**config.mk**
```make
export PLATFORM = sky130hd
export DESIGN_NAME = site_node
export DESIGN_NICKNAME = d
export VERILOG_FILES = /design/src/rtl/site_pkg.sv /design/src/rtl/site_scan.sv /design/src/rtl/site_diffuse.sv /design/src/rtl/site_core.sv /design/src/rtl/site_node.sv
export SDC_FILE = /design/constraint.sdc
export NUM_CORES = 1
export LEC_CHECK = 0
export BUFFER_PORTS_ARGS = -buffer_cell sky130_fd_sc_hd__buf_2
export CORE_ASPECT_RATIO = 0.6
export CORE_UTILIZATION = 35
export CTS_BUF_LIST = sky130_fd_sc_hd__clkbuf_4
export CTS_CLUSTER_SIZE = 24
export DETAILED_ROUTE_END_ITERATION = 10
export PLACE_DENSITY = 0.74
export SYNTH_ARGS = -nofsm -noshare
export SYNTH_HDL_FRONTEND = slang
export SYNTH_SLANG_ARGS = --single-unit
```
**constraint.sdc**
```tcl
create_clock -name clk -period 2.7 [get_ports clk]
set_input_delay 0.27 -clock clk [delete_from_list [all_inputs] [get_ports clk]]
set_output_delay 0.27 -clock clk [all_outputs]
set_load 0.01 [all_outputs]
```
**src/rtl/site_pkg.sv**
```systemverilog
package site_pkg;
   localparam int KIND_W = 3;

   typedef enum logic [2:0] {
      K_EMPTY = 3'd0,
      K_NUM   = 3'd1,
      K_PAIR  = 3'd2,
      K_CONST = 3'd3,
      K_ARG   = 3'd4,
      K_HALT  = 3'd5
   } kind_e;

   typedef enum logic [1:0] {
      OP_NONE  = 2'd0,
      OP_HAND  = 2'd1,
      OP_ALLOC = 2'd2,
      OP_MOVE  = 2'd3
   } op_e;

   typedef enum logic [1:0] {
      ST_READY  = 2'd0,
      ST_LOCKED = 2'd1,
      ST_CONT   = 2'd2,
      ST_PUT    = 2'd3
   } st_e;

   function automatic logic is_code(input logic [KIND_W-1:0] k);
      return (k == K_CONST) || (k == K_ARG) || (k == K_HALT);
   endfunction
endpackage

```
**src/rtl/site_scan.sv**
```systemverilog
module site_scan
   import site_pkg::*;
#(
   parameter int AW   = 8,
   parameter int NDIR = 4
) (
   input  logic [NDIR-1:0]        nb_present,
   input  logic [NDIR*KIND_W-1:0] nb_kind,
   input  logic [NDIR*AW-1:0]     nb_addr,
   input  logic [AW-1:0]          child,
   output logic                   child_hit,
   output logic [$clog2(NDIR)-1:0] child_dir,
   output logic                   free_hit,
   output logic [$clog2(NDIR)-1:0] free_dir
);
   localparam int DIR_W = $clog2(NDIR);

   logic [NDIR-1:0] hit_v;
   logic [NDIR-1:0] free_v;

   for (genvar i = 0; i < NDIR; i++) begin : g_dir
      assign hit_v[i]  = nb_present[i] && (nb_addr[i*AW +: AW] == child);
      assign free_v[i] = nb_present[i] && (nb_kind[i*KIND_W +: KIND_W] == K_EMPTY);
   end

   always_comb begin
      child_dir = '0;
      free_dir  = '0;
      for (int i = NDIR - 1; i >= 0; i--) begin
         if (hit_v[i])  child_dir = DIR_W'(i);
         if (free_v[i]) free_dir  = DIR_W'(i);
      end
   end

   assign child_hit = |hit_v;
   assign free_hit  = |free_v;

   // a reported child always sits in a present neighbour carrying the address
   always_comb begin
      if (child_hit) begin
         a_r5_hit_is_real: assert (nb_present[child_dir] &&
                                   nb_addr[child_dir*AW +: AW] == child);
      end
   end
endmodule

```
**src/rtl/site_diffuse.sv**
```systemverilog
module site_diffuse
   import site_pkg::*;
#(
   parameter int NDIR = 4
) (
   input  logic [NDIR-1:0]         nb_present,
   input  logic [NDIR*KIND_W-1:0]  nb_kind,
   input  logic [$clog2(NDIR)-1:0] rnd,
   output logic                    move_ok,
   output logic [$clog2(NDIR)-1:0] move_dir
);
   assign move_dir = rnd;
   assign move_ok  = nb_present[rnd] && (nb_kind[rnd*KIND_W +: KIND_W] == K_EMPTY);
endmodule

```
**src/rtl/site_core.sv**
```systemverilog
module site_core
   import site_pkg::*;
#(
   parameter int AW   = 8,
   parameter int NDIR = 4
) (
   input  logic                    clk,
   input  logic                    rst_n,
   input  logic [1:0]              in_op,
   input  logic [KIND_W+3*AW-1:0]  in_actor,
   input  logic [5*AW-1:0]         in_cont,
   input  logic                    child_hit,
   input  logic [$clog2(NDIR)-1:0] child_dir,
   input  logic                    free_hit,
   input  logic [$clog2(NDIR)-1:0] free_dir,
   input  logic                    move_ok,
   input  logic [$clog2(NDIR)-1:0] move_dir,
   output logic [AW-1:0]           child,
   output logic [1:0]              out_op,
   output logic [$clog2(NDIR)-1:0] out_dir,
   output logic [KIND_W+3*AW-1:0]  out_actor,
   output logic [5*AW-1:0]         out_cont,
   output logic [KIND_W-1:0]       site_kind,
   output logic [AW-1:0]           site_addr,
   output logic                    done,
   output logic [AW-1:0]           result
);
   localparam int DIR_W  = $clog2(NDIR);
   localparam int ACT_W  = KIND_W + 3*AW;
   localparam int CONT_W = 5*AW;

   logic [KIND_W-1:0] kind_q;
   logic [AW-1:0]     self_q, fa_q, fb_q;
   logic [AW-1:0]     acc_q, env_q, args_q, frm_q, nfa_q;
   st_e               st_q;

   op_e               op_n;
   logic [DIR_W-1:0]  dir_n;
   logic [ACT_W-1:0]  act_n;
   logic [CONT_W-1:0] cont_n;
   logic              quiet;
   logic [CONT_W-1:0] cont_now;

   assign quiet    = (in_op == OP_NONE);
   assign cont_now = {acc_q, env_q, args_q, frm_q, nfa_q};

   always_comb begin
      op_n   = OP_NONE;
      dir_n  = '0;
      act_n  = '0;
      cont_n = '0;
      if (quiet) begin
         unique case (st_q)
            ST_CONT: if (child_hit) begin
               op_n   = OP_HAND;
               dir_n  = child_dir;
               cont_n = cont_now;
            end
            ST_PUT: if (free_hit) begin
               op_n  = OP_ALLOC;
               dir_n = free_dir;
               act_n = {K_PAIR, nfa_q, acc_q, args_q};
            end
            ST_READY: if (kind_q != K_EMPTY && move_ok) begin
               op_n   = OP_MOVE;
               dir_n  = move_dir;
               act_n  = {kind_q, self_q, fa_q, fb_q};
               cont_n = cont_now;
            end
            default: ;
         endcase
      end
   end

   always_ff @(posedge clk) begin
      if (!rst_n) begin
         kind_q <= K_EMPTY;
         self_q <= '0; fa_q <= '0; fb_q <= '0;
         acc_q  <= '0; env_q <= '0; args_q <= '0; frm_q <= '0; nfa_q <= '0;
         st_q   <= ST_READY;
      end else if (in_op == OP_HAND) begin
         if (is_code(kind_q)) begin
            {acc_q, env_q, args_q, frm_q, nfa_q} <= in_cont;
            st_q <= ST_LOCKED;
         end
      end else if (!quiet) begin
         if (kind_q == K_EMPTY) begin
            {kind_q, self_q, fa_q, fb_q}         <= in_actor;
            {acc_q, env_q, args_q, frm_q, nfa_q} <= in_cont;
            st_q <= ST_READY;
         end
      end else begin
         unique case (op_n)
            OP_MOVE: begin
               kind_q <= K_EMPTY;
               self_q <= '0; fa_q <= '0; fb_q <= '0;
               acc_q  <= '0; env_q <= '0; args_q <= '0; frm_q <= '0; nfa_q <= '0;
            end
            OP_HAND:  st_q <= ST_READY;
            OP_ALLOC: begin
               args_q <= nfa_q;
               nfa_q  <= nfa_q + AW'(1);
               st_q   <= ST_CONT;
            end
            default: if (st_q == ST_LOCKED) begin
               if (kind_q == K_CONST) begin
                  acc_q <= fb_q;
                  st_q  <= ST_CONT;
               end else if (kind_q == K_ARG) begin
                  st_q  <= ST_PUT;
               end
            end
         endcase
      end
   end

   assign child     = fa_q;
   assign out_op    = op_n;
   assign out_dir   = dir_n;
   assign out_actor = act_n;
   assign out_cont  = cont_n;
   assign site_kind = kind_q;
   assign site_addr = self_q;
   assign done      = (kind_q == K_HALT) && (st_q == ST_LOCKED);
   assign result    = done ? acc_q : '0;

   a_r3_lock_on_hand: assert property (@(posedge clk) disable iff (!rst_n)
      (in_op == OP_HAND && is_code(kind_q)) |=> (st_q == ST_LOCKED));

   a_r4_const_loads: assert property (@(posedge clk) disable iff (!rst_n)
      (quiet && st_q == ST_LOCKED && kind_q == K_CONST) |=> (acc_q == $past(fb_q)));

   a_r6_nfa_step: assert property (@(posedge clk) disable iff (!rst_n)
      (out_op == OP_ALLOC) |=> (nfa_q == $past(nfa_q) + 1'b1 && args_q == $past(nfa_q)));

   a_r7_halt_sticky: assert property (@(posedge clk) disable iff (!rst_n)
      done |=> done);

   a_r8_move_empties: assert property (@(posedge clk) disable iff (!rst_n)
      (out_op == OP_MOVE) |=> (kind_q == K_EMPTY));
endmodule

```
**src/rtl/site_node.sv**
```systemverilog
module site_node
   import site_pkg::*;
#(
   parameter int AW   = 8,
   parameter int NDIR = 4
) (
   input  logic                    clk,
   input  logic                    rst_n,
   input  logic [$clog2(NDIR)-1:0] rnd,
   input  logic [NDIR-1:0]         nb_present,
   input  logic [NDIR*3-1:0]       nb_kind,
   input  logic [NDIR*AW-1:0]      nb_addr,
   input  logic [1:0]              in_op,
   input  logic [3+3*AW-1:0]       in_actor,
   input  logic [5*AW-1:0]         in_cont,
   output logic [1:0]              out_op,
   output logic [$clog2(NDIR)-1:0] out_dir,
   output logic [3+3*AW-1:0]       out_actor,
   output logic [5*AW-1:0]         out_cont,
   output logic [2:0]              site_kind,
   output logic [AW-1:0]           site_addr,
   output logic                    done,
   output logic [AW-1:0]           result
);
   localparam int DIR_W = $clog2(NDIR);

   if (NDIR < 2 || (1 << DIR_W) != NDIR) begin : g_bad_ndir
      $error("site_node: NDIR must be a power of two of at least 2");
   end
   if (AW < 2) begin : g_bad_aw
      $error("site_node: AW must be at least 2");
   end

   logic [AW-1:0]    child;
   logic             child_hit, free_hit, move_ok;
   logic [DIR_W-1:0] child_dir, free_dir, move_dir;

   site_scan #(.AW(AW), .NDIR(NDIR)) u_scan (
      .nb_present (nb_present),
      .nb_kind    (nb_kind),
      .nb_addr    (nb_addr),
      .child      (child),
      .child_hit  (child_hit),
      .child_dir  (child_dir),
      .free_hit   (free_hit),
      .free_dir   (free_dir)
   );

   site_diffuse #(.NDIR(NDIR)) u_diffuse (
      .nb_present (nb_present),
      .nb_kind    (nb_kind),
      .rnd        (rnd),
      .move_ok    (move_ok),
      .move_dir   (move_dir)
   );

   site_core #(.AW(AW), .NDIR(NDIR)) u_core (
      .clk        (clk),
      .rst_n      (rst_n),
      .in_op      (in_op),
      .in_actor   (in_actor),
      .in_cont    (in_cont),
      .child_hit  (child_hit),
      .child_dir  (child_dir),
      .free_hit   (free_hit),
      .free_dir   (free_dir),
      .move_ok    (move_ok),
      .move_dir   (move_dir),
      .child      (child),
      .out_op     (out_op),
      .out_dir    (out_dir),
      .out_actor  (out_actor),
      .out_cont   (out_cont),
      .site_kind  (site_kind),
      .site_addr  (site_addr),
      .done       (done),
      .result     (result)
   );

   a_r6_alloc_into_free: assert property (@(posedge clk) disable iff (!rst_n)
      (out_op == OP_ALLOC) |-> (nb_present[out_dir] &&
                                nb_kind[out_dir*3 +: 3] == K_EMPTY));

   a_r8_move_follows_rnd: assert property (@(posedge clk) disable iff (!rst_n)
      (out_op == OP_MOVE) |-> (out_dir == rnd && nb_present[rnd] &&
                               nb_kind[rnd*3 +: 3] == K_EMPTY));

   a_r9_one_op_at_a_time: assert property (@(posedge clk) disable iff (!rst_n)
      (in_op != OP_NONE) |-> (out_op == OP_NONE));
endmodule

```
Yosys cells after proc, flatten, opt, wreduce, memory -nomap -nowiden:

Index checks and enable logic that the tools add are counted.

* register bits after elaboration: 69
* input bits: 121
* logic and storage cells: 143

* add/subtract/negate cells: 1
* multipliers: 1
* $lt $le $gt $ge: 1
* equal/unequal tests: 24
* shifts and indexed selects: 1
* mux-type cells: 72
* bitwise operators: 1
* reductions and logical operators: 32

Operators by type and width (count)
* $mux W8: 30
* $mux W40: 3
* $pmux W40 S2: 1
* $mux W27: 2
* $pmux W27 S2: 1
* $pmux W8 S2: 3
* $mux W2: 22
* $eq A8 B8 Y1: 4
* $mux W26: 1
* $logic_not A3 Y1: 6
* $pmux W2 S3: 3
* $ne A4 B4 Y1 const B: 3
* $shiftx A12 B5 Y3: 1
* $logic_and A1 B1 Y1: 11
* $reduce_and A5 Y1: 2
* $mux W3: 3
* $ne A3 B3 Y1 const B: 3
* $reduce_and A3 Y1: 3
* $add A8 B1 Y8 const B: 1
* $eq A2 B2 Y1 const B: 4
* $reduce_or A4 Y1: 2
* $eq A2 B1 Y1 const B: 3
* $eq A3 B3 Y1 const B: 2
* $ne A6 B6 Y1 const B: 1
* 13 further kinds: 18

Depth between registers and ports, before layout:

Gate-level depths: netlist of the first run.

* depth in word-level cells: 13
* depth in mapped cells: 15
* mapped depth without buffers: 12

By module:

From an unflattened synthesis of the first run, not the netlist that was laid out.

* cells, all modules: 534
* area, all modules: 4439.3 µm²

Modules (own cells, without submodules)
* site_core: instances 1, cells each 460, area each 3858.7 µm², sequential area each 1381.3 µm²
* site_scan: instances 1, cells each 64, area each 500.5 µm², sequential area each 0.0 µm²
* site_diffuse: instances 1, cells each 10, area each 80.1 µm², sequential area each 0.0 µm²

Worst setup path after synthesis of the first run:

Ideal clock, no wire load.

* path type: flip-flop to flip-flop
* start: register u_core.fa_q[1] (netlist: u_core.child[1])
* end: register u_core.acc_q[6]
* library setup time: 0.139 ns
* arrival: 2.969 ns
* data required time: 2.561 ns
* path slack: -0.408 ns
* cell stages (with the launch flop): 16
* buffers on the path: 3
* period minus slack after synthesis: 3.108 ns
* path through: dfxtp_1 -> buf_2 -> xnor2_1 -> nand4_1 -> nor3_1 -> or2_1 -> o21ai_1 -> clkbuf_1 -> a21boi_0 -> ha_1 -> nor2_1 -> nor2_1 -> clkbuf_1 -> o211ai_1 -> o211ai_1 -> a311oi_1

* word-level cells in the longest chain between the ends: 11

Ends and longest elaborated chain
* start, declared: line site_core.sv:33 `logic [AW-1:0] self_q, fa_q, fb_q;`
* start signal, assigned: line site_core.sv:88 `{kind_q, self_q, fa_q, fb_q} <= in_actor;`
* $eq A8 B8 Y1: line site_scan.sv:22 `assign hit_v[i] = nb_present[i] && (nb_addr[i*AW +: AW] == child);`
* $logic_and A1 B1 Y1: line site_scan.sv:22
* $reduce_or A4 Y1 (*): line site_scan.sv:35 `assign child_hit = |hit_v;`
* $mux W1 (*): line site_core.sv:54 `ST_CONT: if (child_hit) begin`
* $pmux W2 S3 (*): line site_core.sv:53 `unique case (st_q)`
* $mux W2 (*): line site_core.sv:52 `if (quiet) begin`
* named net out_op[0]: line site_node.sv:16 `output logic [1:0] out_op,`
* $eq A2 B1 Y1 or $eq A2 B2 Y1 (tied branches): line site_core.sv:93 `unique case (op_n)`
* $reduce_or A2 Y1 (no source line)
* $pmux W8 S2: line site_core.sv:93
* $mux W8: line site_core.sv:86 `end else if (!quiet) begin`
* $mux W8: line site_core.sv:81 `end else if (in_op == OP_HAND) begin`
* end signal, assigned: line site_core.sv:83 `{acc_q, env_q, args_q, frm_q, nfa_q} <= in_cont;`
* end signal, assigned: line site_core.sv:89 `{acc_q, env_q, args_q, frm_q, nfa_q} <= in_cont;`
* end signal, assigned: line site_core.sv:107 `acc_q <= fb_q;`
* end, declared: line site_core.sv:34 `logic [AW-1:0] acc_q, env_q, args_q, frm_q, nfa_q;`

Mark *: on every way through the listed nets, which the timed path passes. The rest lies on a longest branch.
A chain may end at the register's enable or synchronous reset.

Worst setup path in the final report of the first run:

* start: register u_core.fa_q[1] (netlist: u_core.child[1])
* end: output out_cont[28]

* word-level cells in the longest chain between the ends: 6

Ends and longest elaborated chain
* $eq A8 B8 Y1: line site_scan.sv:22
* $logic_and A1 B1 Y1: line site_scan.sv:22
* $reduce_or A4 Y1 (*): line site_scan.sv:35
* $mux W40 (*): line site_core.sv:54
* $pmux W40 S2 (*): line site_core.sv:53
* $mux W40 (*): line site_core.sv:52
* end, declared: line site_node.sv:19 `output logic [5*AW-1:0] out_cont,`

Mark *: on every way between the ends. The rest lies on a longest branch, timed or not.

==> run metrics, run 1 <==
peak supply drop=252 uV; Post-Route Skew=0.0186 ns; vias in the first global route=5066; PD cells=395 nW/um2; Worst Setup Path Type=reg2out; Leakage=2.92 nW; final hold vios=0; Cell variety after synth=50; status=finished, violations left; Hold Path Class=in2reg; core footprint=12900 um2; Worst-path clk slew=0.13 ns; Area Growth Syn to Fin=45.5%; Period Utilization, post-route=103%; failing checks=negative setup slack; reg2reg start=u_core.child[1]; global-route wire length before repair=28500 um; Post-Syn Area=4670 um2; max-slew violations=0; GRT overflow=0; layout cells sized above 1=42.9%; final worst setup slack=-0.0769 ns; site row count=32; Synth Register Bits=69; layout net count=945; Routed met1 length=8550 um; CTS tree=done; Post-synth EDFFs=0; Post-Syn Area per Cell=7.74 um2; Worst EP arrival=2.51 ns; largest net degree at the start of global routing=43; dpl cell area=6050 um2; Register-to-Register Path Depth=13; Max Cap Viol=0; WL met2=8300 um; top cells by count, synth=dfxtp_1, nand3_1, and2_1; setup violators final=40; Die Wd=151 um; Worst-Margin Slew=1.08 ns; CP Max Fanout=8; DR top layer=met4; total CTS buffers=9; Mapped Cells=603; sequential share of the synthesized area=29.6%; antenna viol nets, final=0; Critical Path End Type=output port; design area=6790 um2; drt drc=0; overall routing resource usage=27.0%; drt wl/cell=19.2 um; Crit. Startpoint=u_core.child[1]; total power=2.68 mW; DR vias/cell=5.71; fillers=1244; DRT iter0 DRCs=454; full die area=13800 um2; post-DP HPWL=13400 um; Max Buffers Root-to-Sink=2; Max Freq=360 MHz; total number of yosys warnings=0; Multi-input gate area=3290 um2; top cells by area, synth=dfxtp_1, o211ai_1, and2_1; register area=1410 um2; RR Endpoint=u_core.acc_q[0]; detailed-route via count=5685; metal3 WL=1900 um; Rel. slew slack=27.9%; Root Buffer=clkbuf_4; Clock Latency Late Sink=0.44 ns; Worst Setup Start Kind=flip-flop; Detailed Routing Iterations Pass 1=6; Critical Path End=out_cont[28]; Tmin final=2.78 ns; number of H-tree levels=3; clock sink count=69; # IOs=212; FFs w/ async S/R, synth=0%; top-count cell post-synth=dfxtp_1; Syn Nets=730; RSZ-0062 raised after global routing=yes; R2R setup slack=0.09 ns; post-synth top area share=29.6%; wirelength, routed=19100 um; Placer Congestion=0.925; worst endpoint required time=2.43 ns; largest area contributor in the netlist=dfxtp_1; antenna violations before repair=2; main flop type after synthesis=dfxtp_1; Initial Util=36.1%; height of the die=91.4 um; PortBufs=211
==> worst min path at each step <==
| stage | end | cells after the start | from |
|---|---|---|---|
| CTS | u_core.frm_q[7] | 2 | in_cont[15] |
| finish | u_core.env_q[6] | 2 | in_cont[30] |
| global placement | u_core.frm_q[0] | 1 | u_core.frm_q[0] |
| global route | u_core.env_q[3] | 2 | in_cont[27] |
| detailed placement | u_core.frm_q[6] | 1 | u_core.frm_q[6] |
| floorplan | u_core.env_q[0] | 1 | in_cont[24] |
==> flip-flops by register name (all words and copies together) (netlist names) <==
register	cells
u_core.site_addr	8
u_core.frm_q	8
u_core.env_q	8
u_core.child	8
u_core.st_q	2
u_core.site_kind	3
u_core.nfa_q	8
u_core.fb_q	8
u_core.acc_q	8
u_core.args_q	8
==> metal layers <==
layer  up-vias  GRT usage (%)
met5         -              0
met4         0           7.58
met3        32           7.29
met2       328           39.1
met1      2672           38.5
li1       2653              -
==> power by group <==
part           leakage, nW  total [mW]  switching (mW)  internal [mW]
clock network       0.0903       0.799           0.413          0.386
registers            0.573        1.22           0.115           1.10
logic                 2.26       0.666           0.362          0.304
==> metrics by stage <==
step / setup WS [ns] / setup TNS, ns / cells / utilization (%) / hold slack, ns
after global placement: -0.00489 / -0.00489 / 963 / 46.8 / 0.454
after CTS: -0.0279 / -0.507 / 990 / 50.8 / 0.00224
after global routing: -0.260 / -9.75 / 994 / 52.5 / 0.00932
after detailed placement: -0.200 / -0.920 / 963 / 46.8 / 0.455
after floorplan: 0.00877 / 0 / 603 / - / 0.395
final: -0.0769 / -1.72 / 995 / 52.5 / 0.0391
==> cells by family (layout without fill, tap and decap cells) <==
logic type,after synthesis,after routing,synth area share [%]
and+or+nand+nor,242,242,28.0
AOI/OAI and AO/OA,181,181,27.4
xor gates and xnor gates,32,32,6.01
adders and majority gates,6,6,1.61
buffers and inverters,69,289,6.19
other,0,2,0
DFF,69,69,29.6
muxes,4,4,1.15
==> cells in the final DEF (no fill, tap or decap), drive strengths merged, types with 6 or more instances in the layout <==
cell	n
dfxtp	69
and2	52
a311oi	8
clkbuf	10
buf	262
nand2	36
nor3	10
a21oi	46
nand3	53
nand4	6
nor2	47
a22oi	29
ha	6
a22o	16
a31oi	14
nor4	12
inv	8
xnor2	32
o211ai	46
o21ai	7
==> repair_timing <==
action,CTS,global route
hold buffers,2,0
resized for setup,56,33
endpoints found under the setup margin,54,56
buffers inserted,6,3
cloned,3,0
hold endpoints to repair,2,0
pin swaps,17,17
==> final cells by class <==
| cell class | count | area share [%] |
|---|---|---|
| Antenna cell | 2 | 0.0737 |
| Clock buffer | 10 | 1.11 |
| Clock inverter | 6 | 1.29 |
| Inverter | 8 | 0.442 |
| Multi-Input combinational cell | 465 | 48.4 |
| Sequential cell | 69 | 20.8 |
| Tap cell | 170 | 3.13 |
| Timing Repair Buffer | 265 | 24.7 |
==> critical path, stage by stage, from the launching register on <==
cell     delay, ns
dfxtp_4       0.40
xnor2_1       0.22
nand4_1       0.18
nor3_4        0.18
or2_4         0.18
o21ai_4       0.08
buf_8         0.13
a21oi_4       0.14
buf_6         0.16
buf_16        0.12
and2_1        0.13
buf_2         0.13
No activity file was read; power rests on OpenSTA's default activity.
==> run 2: changes to the inputs <==
--- a/config.mk
+++ b/config.mk
@@ -12,6 +12,7 @@
 export CTS_CLUSTER_SIZE = 24
 export DETAILED_ROUTE_END_ITERATION = 10
 export PLACE_DENSITY = 0.74
+export RECOVER_POWER = 100
 export SYNTH_ARGS = -nofsm -noshare
 export SYNTH_HDL_FRONTEND = slang
 export SYNTH_SLANG_ARGS = --single-unit
==> constraint.sdc (replaced) <==
create_clock -name clk -period 2.34 [get_ports clk]
set_input_delay 0.234 -clock clk [delete_from_list [all_inputs] [get_ports clk]]
set_output_delay 0.234 -clock clk [all_outputs]
set_load 0.01 [all_outputs]
==> run 2 against run 1 <==
  * The flow still finishes with violations (negative setup slack)
  * Flip-flop and latch count unchanged
  * Sequential power increased by 15%
  * Register-to-register slack got worse by 0.50 ns
  * Power increased by 13%
  * Wire length increased by 0.41%
  * Worst hold slack got worse by 0.022 ns
  * Critical path depth increased by 4
  * Critical path type is now reg2reg
==> run metrics, run 2 (synthesis results as in run 1) <==
status=finished, violations left (unchanged); fin util=56.0% (was 52.5%); detailed-route via count=5844 (was 5685); Place WS=-0.240 ns (was -0.200 ns); antenna viol nets, final=0 (unchanged); Clock Latency Late Sink=0.44 ns (about the same); Crit. Startpoint=u_core.child[1] (unchanged); drt wl/cell=18.6 um (was 19.2 um); drt drc=0 (unchanged); hold path startpoint=in_cont[24] (was in_cont[30]); full die area=13800 um2 (unchanged); height of the die=91.4 um (unchanged); power share of the clock group=25.9% (was 29.8%); number of H-tree levels=3 (unchanged); Detailed Routing Iterations Pass 1=5 (was 6); Max Cap Viol=0 (unchanged); Final Hold Slack=0.0169 ns (was 0.0391 ns); core footprint=12900 um2 (unchanged); post-DP HPWL=13200 um (was 13400 um); Initial Util=36.1% (unchanged); DR vias/cell=5.65 (was 5.71); Die Wd=151 um (unchanged); clock sink count=69 (unchanged); overall routing resource usage=26.3% (was 27.0%); Worst EP arrival=3.10 ns (was 2.51 ns); Leakage=3.05 nW (was 2.92 nW); Tmin final=2.75 ns; wirelength, routed=19200 um (was 19100 um); vias in the first global route=5217 (was 5066); Worst Setup Start Kind=flip-flop (unchanged); # IOs=212 (unchanged); layout net count=987 (was 945); antenna violations before repair=1 (was 2); PortBufs=211 (unchanged); Placer Congestion=0.894 (was 0.925); Max Buffers Root-to-Sink=2 (unchanged); total CTS buffers=9 (unchanged); Hold Path Class=in2reg (unchanged); global-route wire length before repair=28100 um (was 28500 um); DRT iter0 DRCs=504 (was 454); Area Growth Syn to Fin=55.3% (was 45.5%); Worst Setup Path Type=reg2reg (was reg2out); final hold vios=0 (unchanged); Critical Path End Type=flip-flop (was output port); Rel. slew slack=53.9% (was 27.9%); failing checks=negative setup slack (unchanged); grt peak-use layer=met2 (unchanged); Max Freq=363 MHz; Period Utilization, post-route=118%; Worst-Margin Slew=0.691 ns (was 1.08 ns); Multi-input gate area=3380 um2 (was 3290 um2); max-slew violations=0 (unchanged); GRT overflow=0 (unchanged); PD cells=420 nW/um2 (was 395 nW/um2); Worst-path clk slew=0.13 ns (about the same); layout cells sized above 1=45.0% (was 42.9%); CP Max Fanout=6 (was 8); RSZ-0062 raised after global routing=yes (unchanged); Post-Route Skew=0.0233 ns (was 0.0186 ns); reg2reg start=u_core.child[1] (unchanged); P_int=2.01 mW (was 1.79 mW); diode count=0 (was 2); peak supply drop=241 uV (was 252 uV); worst endpoint required time=2.69 ns (was 2.43 ns); Comb pwr share=28.0% (was 24.8%); met1 usage=37.6% (was 38.5%); switch share=34.0% (was 33.2%); P_sw=1.03 mW (was 0.890 mW); final worst setup slack=-0.412 ns (was -0.0769 ns); Root Buffer=clkbuf_4 (unchanged); setup violators final=52 (was 40); most frequent cells in the layout=buf_2, buf_4, dfxtp_1, nand3_1, o211ai_1 (was buf_2, dfxtp_1, nand3_1, o211ai_1); site row count=32 (unchanged); met3 usage=5.98% (was 7.29%); GR Util met2=39.6% (was 39.1%); CTS tree=done (unchanged); largest net degree at the start of global routing=38 (was 43); Cell Chain, Critical Path=buf_6 -> xnor2_2 -> nand4_1 -> nor3_2 -> or2_4 -> o21ai_4 -> buf_4 -> buf_6 -> a21boi_4 -> ha_4 -> nor2_4 -> nor2_4 -> clkbuf_16 -> o211ai_1 -> a311oi_1 (was xnor2_1 -> nand4_1 -> nor3_4 -> or2_4 -> o21ai_4 -> buf_8 -> a21oi_4 -> buf_6 -> buf_16 -> and2_1 -> buf_2); Seq pwr share=46.1% (was 45.4%); max incr delay on CP=0.36 ns (was 0.40 ns); CP max-delay cell=dfxtp_2 (was dfxtp_4); most common cell after layout, fill and taps aside=buf_2 (unchanged); register area=1400 um2 (was 1410 um2); fillers=1204 (was 1244)
-- run 2: cell types whose count changed in the layout (fill, tap and decap cells not counted), sizes merged --
cell	change
clkbuf	+16
bufinv	-1
clkinv	-2
dlygate4sd3	+7
a41o	+1
buf	+17
inv	+1
clkinvlp	+2
diode	-2
-- run 2: layer usage --
layer	wire length, um	up-vias
met1	9010	2743
met4	253	0
met5	0	-
li1	-	2736
met3	1780	30
met2	8170	335
-- run 2: critical path: cells and delay by family, from the launching register on --
kind            cells  cell delay (ns)
flops               1             0.36
xor+xnor            1             0.13
compound gates      4             0.58
fa+ha+maj           1             0.30
buf+inv             4             0.56
simple gates        5             0.73
-- run 2: timing repair --
action / 4_1_cts / 5_1_grt
setup endpoints to repair: 97 / 96
hold buffers: 7 / 2
pin swaps: 12 / 12
hold endpoints to repair: 7 / 2
cloned: 4 / 4
setup buffers: 16 / 3
gates resized for setup: 59 / 57
-- run 2: worst paths after layout --
kind	cells past startpoint	endpoint	slack, ns
hold reg to reg	1	u_core.frm_q[6]	0.49
setup / recovery	15	u_core.acc_q[3]	-0.41
setup reg to reg	15	u_core.acc_q[3]	-0.41
hold / removal	2	u_core.env_q[0]	0.02
-- run 2: stage by stage --
step,area (um2),instances,setup TNS (ns),total power [mW]
after floorplan,4850,603,-1.10,1.83
after global routing,7250,1034,-28.83,3.17
final,7250,1034,-18.42,3.04
after detailed placement,6340,991,-9.46,2.16
after global placement,6340,991,-7.32,2.15
after CTS,6950,1026,-17.88,2.97
-- run 2: layout make-up --
cell class | instances | share of cell area (%)
Inverter | 8 | 0.414
Sequential cell | 69 | 19.3
Clock inverter | 6 | 0.881
Tap cell | 170 | 2.94
Timing Repair Buffer | 306 | 28.9
Multi-Input combinational cell | 466 | 46.6
Clock buffer | 9 | 0.932
-- run 2: power by group through the flow --
stage	Clock, mW	Combinational (mW)	Sequential (mW)
after global routing	0.837	0.917	1.42
after detailed placement	0	0.747	1.42
after CTS	0.794	0.783	1.40
final	0.788	0.851	1.40
after global placement	0	0.737	1.42
after floorplan	0	0.468	1.37
==> run 3: changes to the inputs <==
--- a/config.mk
+++ b/config.mk
@@ -11,6 +11,7 @@
 export CTS_BUF_LIST = sky130_fd_sc_hd__clkbuf_4
 export CTS_CLUSTER_SIZE = 24
 export DETAILED_ROUTE_END_ITERATION = 10
+export MAX_ROUTING_LAYER = met4
 export PLACE_DENSITY = 0.74
 export RECOVER_POWER = 100
 export SYNTH_ARGS = -nofsm -noshare
==> run 3 against run 2 <==
  * The flow still finishes with violations (negative setup slack)
  * Critical path type unchanged
  * Sequential share of layout area decreased by 0.13 points
  * Worst setup slack got worse by 0.0017 ns
  * Register-to-register slack about the same
  * Critical path depth unchanged
  * Flip-flop and latch count unchanged
  * Clock power about the same
  * Cell area increased by 0.69%
  * Highest routed layer unchanged
==> run metrics, run 3 (synthesis results as in run 1) <==
worst path bufs/invs=4 (unchanged); wirelength, routed=19200 um (about the same); RSZ-0062 raised after global routing=yes (unchanged); final hold vios=0 (unchanged); Root Buffer=clkbuf_4 (unchanged); CTS tree=done (unchanged); vias in the first global route=5221 (was 5217); Worst Setup Start Kind=flip-flop (unchanged); Cell Chain, Critical Path=buf_6 -> xnor2_2 -> nand4_1 -> nor3_2 -> or2_1 -> o21ai_4 -> buf_4 -> buf_6 -> a21boi_4 -> ha_4 -> nor2_4 -> nor2_4 -> clkbuf_16 -> o211ai_1 -> a311oi_1 (was buf_6 -> xnor2_2 -> nand4_1 -> nor3_2 -> or2_4 -> o21ai_4 -> buf_4 -> buf_6 -> a21boi_4 -> ha_4 -> nor2_4 -> nor2_4 -> clkbuf_16 -> o211ai_1 -> a311oi_1); Worst-Margin Slew=0.706 ns (was 0.691 ns); CP Max Fanout=6 (unchanged); DR vias/cell=5.61 (was 5.65); P_int=2.01 mW (about the same); max incr delay on CP=0.36 ns (about the same); GRT overflow=0 (unchanged); DRT iter0 DRCs=514 (was 504); Rel. slew slack=52.9% (was 53.9%); Period Utilization, post-route=118% (about the same); Tmin final=2.75 ns (about the same); Comb pwr share=28.0% (about the same); antenna violations before repair=1 (unchanged); cell family with most CP delay=simple AND/OR/NAND/NOR gates (unchanged); Max Freq=363 MHz (about the same); layout cells sized above 1=45.9% (was 45.0%); CP max-delay cell=dfxtp_2 (unchanged); Max Buffers Root-to-Sink=2 (unchanged); Final Hold Slack=0.0133 ns (was 0.0169 ns); total CTS buffers=9 (unchanged); status=finished, violations left (unchanged); Post-Route Skew=0.0236 ns (was 0.0233 ns); Placer Congestion=0.909 (was 0.894); peak supply drop=246 uV (was 241 uV); antenna viol nets, final=0 (unchanged); Worst-path clk slew=0.13 ns (about the same); Hold Path Class=in2reg (unchanged); Max Cap Viol=0 (unchanged); post-DP HPWL=13200 um (unchanged); final worst setup slack=-0.413 ns (was -0.412 ns); most common cell after layout, fill and taps aside=buf_2 (unchanged); Die Wd=151 um (unchanged); drt wl/cell=18.5 um (was 18.6 um); most frequent cells in the layout=buf_2, buf_4, dfxtp_1, nand3_1, o211ai_1 (unchanged); number of H-tree levels=3 (unchanged); setup violators final=53 (was 52); core footprint=12900 um2 (unchanged); detailed-route via count=5818 (was 5844); power share of the clock group=25.9% (about the same); PD cells=417 nW/um2 (was 420 nW/um2); Leakage=3.06 nW (was 3.05 nW); Worst EP arrival=3.10 ns (about the same); P_sw=1.03 mW (about the same); clock sink count=69 (unchanged); worst endpoint required time=2.69 ns (about the same); Seq pwr share=46.2% (was 46.1%); global-route wire length before repair=28000 um (was 28100 um); max-slew violations=0 (unchanged); fin util=56.4% (was 56.0%); Critical Path End Type=flip-flop (unchanged); failing checks=negative setup slack (unchanged); Area Growth Syn to Fin=56.4% (was 55.3%); drt drc=0 (unchanged); switch share=34.0% (about the same); height of the die=91.4 um (unchanged); Clock Latency Late Sink=0.44 ns (about the same); Detailed Routing Iterations Pass 1=5 (unchanged); site row count=32 (unchanged); # IOs=212 (unchanged); largest net degree at the start of global routing=38 (unchanged); layout net count=988 (was 987); PortBufs=211 (unchanged); fillers=1198 (was 1204); full die area=13800 um2 (unchanged); overall routing resource usage=27.1% (was 26.3%); Worst Setup Path Type=reg2reg (unchanged); Initial Util=36.1% (unchanged)
## run 3: cell types whose count changed in the layout (fill, tap and decap cells not counted), moves of 2 or more
cell,previous run,this run
a22oi_1,25,19
a22oi_2,4,10
buf_4,60,62
diode_2,0,2
inv_1,6,8
inv_2,2,0
## run 3: stage by stage
stage | worst slack [ns] | area [um2] | std cells | power, mW | TNS [ns]
after detailed placement | -0.240 | 6340 | 991 | 2.16 | -9.46
after floorplan | -0.129 | 4850 | 603 | 1.83 | -1.10
after CTS | -0.405 | 6950 | 1026 | 2.97 | -17.88
after global routing | -0.568 | 7290 | 1036 | 3.17 | -29.17
final | -0.413 | 7300 | 1037 | 3.04 | -18.53
after global placement | -0.213 | 6340 | 991 | 2.15 | -7.32
## run 3: worst paths after layout
check                                     start  cells after the start               to  slack (ns)
worst min register to register  u_core.frm_q[6]                      1  u_core.frm_q[6]        0.49
worst min-delay path                in_cont[24]                      2  u_core.env_q[0]        0.01
worst max-delay path            u_core.child[4]                     15  u_core.acc_q[3]       -0.41
worst max register to register  u_core.child[4]                     15  u_core.acc_q[3]       -0.41
## run 3: layout make-up
cell class / instances / area [um2] / area share, %
multi-input cells: 466 / 3420 / 46.8
repair buffers: 307 / 2100 / 28.8
flip-flops and latches: 69 / 1400 / 19.2
well taps: 170 / 213 / 2.91
clock buffers: 9 / 67.6 / 0.926
clock inverters: 6 / 63.8 / 0.874
inverters: 8 / 30.0 / 0.412
diodes: 2 / 5.00 / 0.0686
## run 3: power groups by stage
stage          clock network, mW  logic [mW]  registers (mW)
2_1_floorplan                  0       0.468            1.37
3_3_place_gp                   0       0.737            1.42
3_5_place_dp                   0       0.747            1.42
4_1_cts                    0.794       0.783            1.40
5_1_grt                    0.837       0.919            1.42
6_report                   0.787       0.851            1.40
## run 3: what timing repair did
action                                  in CTS  in global routing
buffers inserted                            16                  4
hold buffers                                 7                  2
hold endpoints to repair                     7                  2
resized for setup                           59                 60
pin swaps                                   12                 11
gates cloned                                 4                  4
endpoints found under the setup margin      97                 96
## run 3: per-layer routing
metal  track usage (%)  wire length (um)  up-vias
met5                 -                 0        -
met4              6.58               308        0
met3              5.28              1920       33
met2              39.5              8160      317
met1              37.9              8810     2722
li1                  -                 -     2746
